File: src/rtl/bitser_pkg.sv
package bitser_pkg;

    typedef enum logic [1:0] {
        SA_IDLE   = 2'd0,
        SA_SHIFT  = 2'd1,
        SA_FINISH = 2'd2
    } sa_state_e;

endpackage

File: src/rtl/bitser_ctrl.sv
module bitser_ctrl
    import bitser_pkg::*;
#(
    parameter int W = 8
) (
    input  logic clk,
    input  logic rst,
    input  logic load_i,
    input  logic start_i,
    output logic idle_o,
    output logic shift_o,
    output logic clr_o,
    output logic ld_o,
    output logic done_o
);
    localparam int CW = (W > 1) ? $clog2(W) : 1;
    localparam logic [CW-1:0] LAST = CW'(W - 1);

    sa_state_e      state_q, state_d;
    logic [CW-1:0]  cnt_q;
    logic           at_last;

    assign at_last = (cnt_q == LAST);

    // state register
    always_ff @(posedge clk) begin
        if (rst) state_q <= SA_IDLE;
        else     state_q <= state_d;
    end

    // shift counter: runs only while shifting
    always_ff @(posedge clk) begin
        if (rst)                    cnt_q <= '0;
        else if (state_q == SA_SHIFT) cnt_q <= cnt_q + 1'b1;
        else                        cnt_q <= '0;
    end

    // transitions: go, last, back
    always_comb begin
        state_d = state_q;
        unique case (state_q)
            SA_IDLE:   if (start_i && !load_i) state_d = SA_SHIFT;
            SA_SHIFT:  if (at_last)            state_d = SA_FINISH;
            SA_FINISH:                         state_d = SA_IDLE;
            default:                           state_d = SA_IDLE;
        endcase
    end

    // outputs
    always_comb begin
        idle_o  = 1'b0;
        shift_o = 1'b0;
        clr_o   = 1'b0;
        ld_o    = 1'b0;
        done_o  = 1'b0;
        unique case (state_q)
            SA_IDLE: begin
                idle_o = 1'b1;
                ld_o   = load_i;
                clr_o  = start_i && !load_i;
            end
            SA_SHIFT:  shift_o = 1'b1;
            SA_FINISH: done_o  = 1'b1;
            default: ;
        endcase
    end

endmodule

File: src/rtl/bitser_shreg.sv
module bitser_shreg #(
    parameter int W = 8
) (
    input  logic         clk,
    input  logic         rst,
    input  logic         ld,
    input  logic [W-1:0] ld_val,
    input  logic         shift,
    input  logic         ser_in,
    output logic [W-1:0] q
);
    generate
        if (W > 1) begin : g_wide
            always_ff @(posedge clk) begin
                if (rst)        q <= '0;
                else if (ld)    q <= ld_val;
                else if (shift) q <= {ser_in, q[W-1:1]};
            end
        end else begin : g_one
            always_ff @(posedge clk) begin
                if (rst)        q <= '0;
                else if (ld)    q <= ld_val;
                else if (shift) q <= ser_in;
            end
        end
    endgenerate

endmodule

File: src/rtl/bitser_carry.sv
module bitser_carry (
    input  logic clk,
    input  logic rst,
    input  logic clr,
    input  logic en,
    input  logic x,
    input  logic y,
    output logic q,
    output logic sum
);
    logic j_in, k_in;

    assign j_in = x & y;
    assign k_in = ~x & ~y;
    assign sum  = x ^ y ^ q;

    always_ff @(posedge clk) begin
        if (rst)      q <= 1'b0;
        else if (clr) q <= 1'b0;
        else if (en)  q <= (j_in & ~q) | (~k_in & q);
    end

endmodule

File: src/rtl/bitser_adder.sv
module bitser_adder #(
    parameter int W = 8
) (
    input  logic         clk,
    input  logic         rst,
    input  logic         load_i,
    input  logic [W-1:0] a_par_i,
    input  logic [W-1:0] b_par_i,
    input  logic         start_i,
    input  logic         b_ser_i,
    output logic [W-1:0] sum_o,
    output logic         cout_o,
    output logic         done_o
);
    logic         idle_w, shift_en, clr_w, ld_w;
    logic [W-1:0] a_q, b_q;
    logic         sum_bit;

    bitser_ctrl #(.W(W)) u_ctrl (
        .clk     (clk),
        .rst     (rst),
        .load_i  (load_i),
        .start_i (start_i),
        .idle_o  (idle_w),
        .shift_o (shift_en),
        .clr_o   (clr_w),
        .ld_o    (ld_w),
        .done_o  (done_o)
    );

    bitser_shreg #(.W(W)) u_areg (
        .clk    (clk),
        .rst    (rst),
        .ld     (ld_w),
        .ld_val (a_par_i),
        .shift  (shift_en),
        .ser_in (sum_bit),
        .q      (a_q)
    );

    bitser_shreg #(.W(W)) u_breg (
        .clk    (clk),
        .rst    (rst),
        .ld     (ld_w),
        .ld_val (b_par_i),
        .shift  (shift_en),
        .ser_in (b_ser_i),
        .q      (b_q)
    );

    bitser_carry u_cy (
        .clk (clk),
        .rst (rst),
        .clr (clr_w),
        .en  (shift_en),
        .x   (a_q[0]),
        .y   (b_q[0]),
        .q   (cout_o),
        .sum (sum_bit)
    );

    assign sum_o = a_q;

endmodule

File: config.mk
export PLATFORM = sky130hd
export DESIGN_NAME = bitser_adder
export DESIGN_NICKNAME = d
export VERILOG_FILES = /design/src/rtl/bitser_pkg.sv /design/src/rtl/bitser_ctrl.sv /design/src/rtl/bitser_shreg.sv /design/src/rtl/bitser_carry.sv /design/src/rtl/bitser_adder.sv
export SDC_FILE = /design/constraint.sdc
export NUM_CORES = 1
export LEC_CHECK = 0
export ABC_AREA = 1
export BUFFER_PORTS_ARGS = -buffer_cell sky130_fd_sc_hd__buf_4
export CORE_ASPECT_RATIO = 0.8
export CORE_UTILIZATION = 30
export CTS_CLUSTER_SIZE = 20
export DETAILED_ROUTE_END_ITERATION = 6
export HOLD_SLACK_MARGIN = 0.08
export PLACE_DENSITY = 0.55
export SYNTH_ARGS = -nofsm -noshare
export SYNTH_HDL_FRONTEND = slang
export SYNTH_SLANG_ARGS = --single-unit
File: constraint.sdc
create_clock -name clk -period 1.08 [get_ports clk]
set_input_delay 0.216 -clock clk [delete_from_list [all_inputs] [get_ports clk]]
set_output_delay 0.216 -clock clk [all_outputs]
set_load 0.05 [all_outputs]
==> results.yml <==
outcome:
  status: "complete, but fails checks"
  violations: "negative setup slack"
synthesis:
  seq_area_frac_synth: 0.3633
  synth_cells: 169
  synth.distinct_cells: 18
  ys_ff_latch: 22
  syn_nets: 194
  synth_area_um2: 1212
  ys_warn_count: 0
  postSynthAreaPerCell_um2: 7.174
global_route:
  grt_use_total: 0.1532
  grt_max_degree: 13
  antenna_found_initial: 0
  grt_pass1_vias: 1075
  overflow: 0
  grt_pass1_wl_um: 4885
clock_tree:
  h-tree-depth: 1
  clockBufferDepth: 2
  clockRootBuffer: "clkbuf_8"
  cts_buffers: 3
  clock_latency_ns: 0.26
  cts_hold_buf: 0
  path_clk_slew_ns: 0.08
  cts_tree: "built"
  clkSinkCount: 22
critical_path:
  end_kind: "register"
  crit_fanout: 5
  rr_worst_depth: 7
  worstReg2RegStart: "u_ctrl.state_q[0]"
  r2r_end: "u_breg.q[3]"
  critPathKind: "reg -> reg"
  critPathLaunchType: "register"
  cp.arrival_ns: 1.36
  worstSetupStartpoint: "u_ctrl.state_q[0]"
  worstPathRequired_ns: 1.23
  rrSetupSlack_ns: -0.13
final_layout:
  num_antenna_cells: 0
  drive_above_1_share: 0.4259
  final_cell_mix: "nand2_1 (52), buf_4 (35), inv_1 (15)"
  final_common_cell: "nand2_1"
  n_fill_cell: 405
  fin_nets: 242
  areaGrowthSynthToFinish_pct: 49.33
floorplan:
  die_x_um: 73.08
  fp.dieH_um: 58.86
  core_area_um2: 3829
  die_area_um2: 4301
  initial_core_util: 0.3167
  fp-row-count: 20
  ioPinCount: 31
power:
  netSwitchingPower_w: 0.0006429
  seq_power_share: 0.429
  clockPowerShare: 0.276
  p_sw_frac: 0.3013
  powerDensity_nw_per_um2: 1179
  p_leak_nw: 0.8521
  power.internal_w: 0.001491
  peakVddDrop_uv: 762.9
  combPwrFrac: 0.296
worst_hold_path:
  min_to: "u_areg.q[1]"
  min_from: "rst"
  hp-class: "in -> reg"
  holdPathStages: 2
drt:
  wirelength_um: 2940
  num_vias: 1132
  drt_iter0_markers: 71
  wl_per_cell_um: 10.85
  ant_nets: 0
  viasPerCell: 4.177
  drt-pass1-iter-count: 4
  post-route-drc-count: 0
timing:
  drv_slew: 0
  max_freq_mhz: 827.7
  setup_viol: 19
  rsz0062_at_grt: "yes"
  slew_headroom: 0.8850
  fin_skew_ns: 0.003172
  hold_slack_ns: 0.1946
  hold_viol_final: 0
  tightest_slew_ns: 0.1725
  fin_crit_ns: 1.208
  setup_ws_ns: -0.1282
  period_share: 1.119
place:
  dp_slack_ns: -0.02239
  gp_congestion: 0.7503
  port_buffers: 30
  detailed_place_hpwl_um: 2181
flow_run:
  drv_cap: 0
==> Yosys cell counts, drive strengths merged <==
cell type / number / area, µm²
nand3b: 12 / 90.09
a21oi: 13 / 102.6
o21ai: 1 / 16.27
nand2: 55 / 209.0
buf: 11 / 77.57
nor2: 15 / 66.32
dfxtp: 22 / 440.4
inv: 17 / 63.81
nand3: 18 / 90.09
o22ai: 1 / 6.260
ha: 4 / 50.05
==> metal layers <==
layer  global-route usage  wire length (µm)
met4              0.03922                25
met1               0.2126              1539
met2               0.2341              1269
met3              0.04281               107
met5                    0                 0
==> critical path, stage by stage (launching register included) <==
cell and delay (ns):
dfxtp_4 0.36, buf_6 0.13, nor2_4 0.16, buf_4 0.13, buf_6 0.10, nand3b_1 0.07, nand2_1 0.09, a21oi_2 0.05
==> worst max-delay path by stage <==
stage	end	slack, ns	depth (start not counted)
after floorplan	done_o	-0.06	3
after global placement	u_breg.q[1]	-0.02	6
after detailed placement	u_areg.q[7]	-0.02	7
after CTS	done_o	-0.12	3
after global routing	u_breg.q[1]	-0.17	7
final	u_breg.q[3]	-0.13	7
==> power by group through the flow <==
stage	Sequential, W	Clock [W]	Combinational [W]
3_3_place_gp	0.000926	0	0.000560
6_report	0.000915	0.000588	0.000631
5_1_grt	0.000924	0.000648	0.000692
4_1_cts	0.000910	0.000605	0.000588
2_1_floorplan	0.000996	0	0.000280
3_5_place_dp	0.000927	0	0.000561
==> state kept, by name (all words and copies together), names as in the netlist <==
name	flops
u_areg.q	8
u_breg.q	8
u_ctrl.cnt_q	3
u_ctrl.state_q	2
u_cy.q	1
==> what timing repair did <==
item,4_1_cts,5_1_grt
gates cloned,0,2
buffers inserted,3,5
setup endpoints to repair,19,25
pin swaps,9,9
gates resized for setup,21,17
==> final cells by class <==
| cell class | count | area, µm² | area share |
|---|---|---|---|
| tap | 55 | 68.82 | 0.03801 |
| clock buffer | 4 | 55.05 | 0.03041 |
| timing repair buffer | 53 | 480.5 | 0.2654 |
| multi-input combinational | 120 | 685.7 | 0.3787 |
| inverter | 17 | 63.81 | 0.03525 |
| sequential | 22 | 456.7 | 0.2522 |
==> metrics by stage <==
| step | instances | utilization | power, W | area, µm² | setup TNS [ns] |
|---|---|---|---|---|---|
| 3_3_place_gp | 259 | 0.4167 | 0.001486 | 1595 | -0.04135 |
| 5_1_grt | 271 | 0.4729 | 0.002265 | 1810 | -2.661 |
| 4_1_cts | 265 | 0.4484 | 0.002104 | 1717 | -1.265 |
| 2_1_floorplan | 169 | - | 0.001276 | 1221 | -0.05742 |
| 3_5_place_dp | 259 | 0.4167 | 0.001488 | 1595 | -0.04238 |
| 6_report | 271 | 0.4729 | 0.002134 | 1810 | -1.373 |
==> cell families (layout without fill, tap and decap cells) <==
logic type | Yosys count | in the layout | synth area share
adders and majority gates | 4 | 4 | 0.04128
AOI/OAI and AO/OA | 15 | 15 | 0.1032
and+or+nand+nor | 100 | 101 | 0.3757
buffers and inverters | 28 | 74 | 0.1166
DFF | 22 | 22 | 0.3633
(Power assumes the default switching activity.)
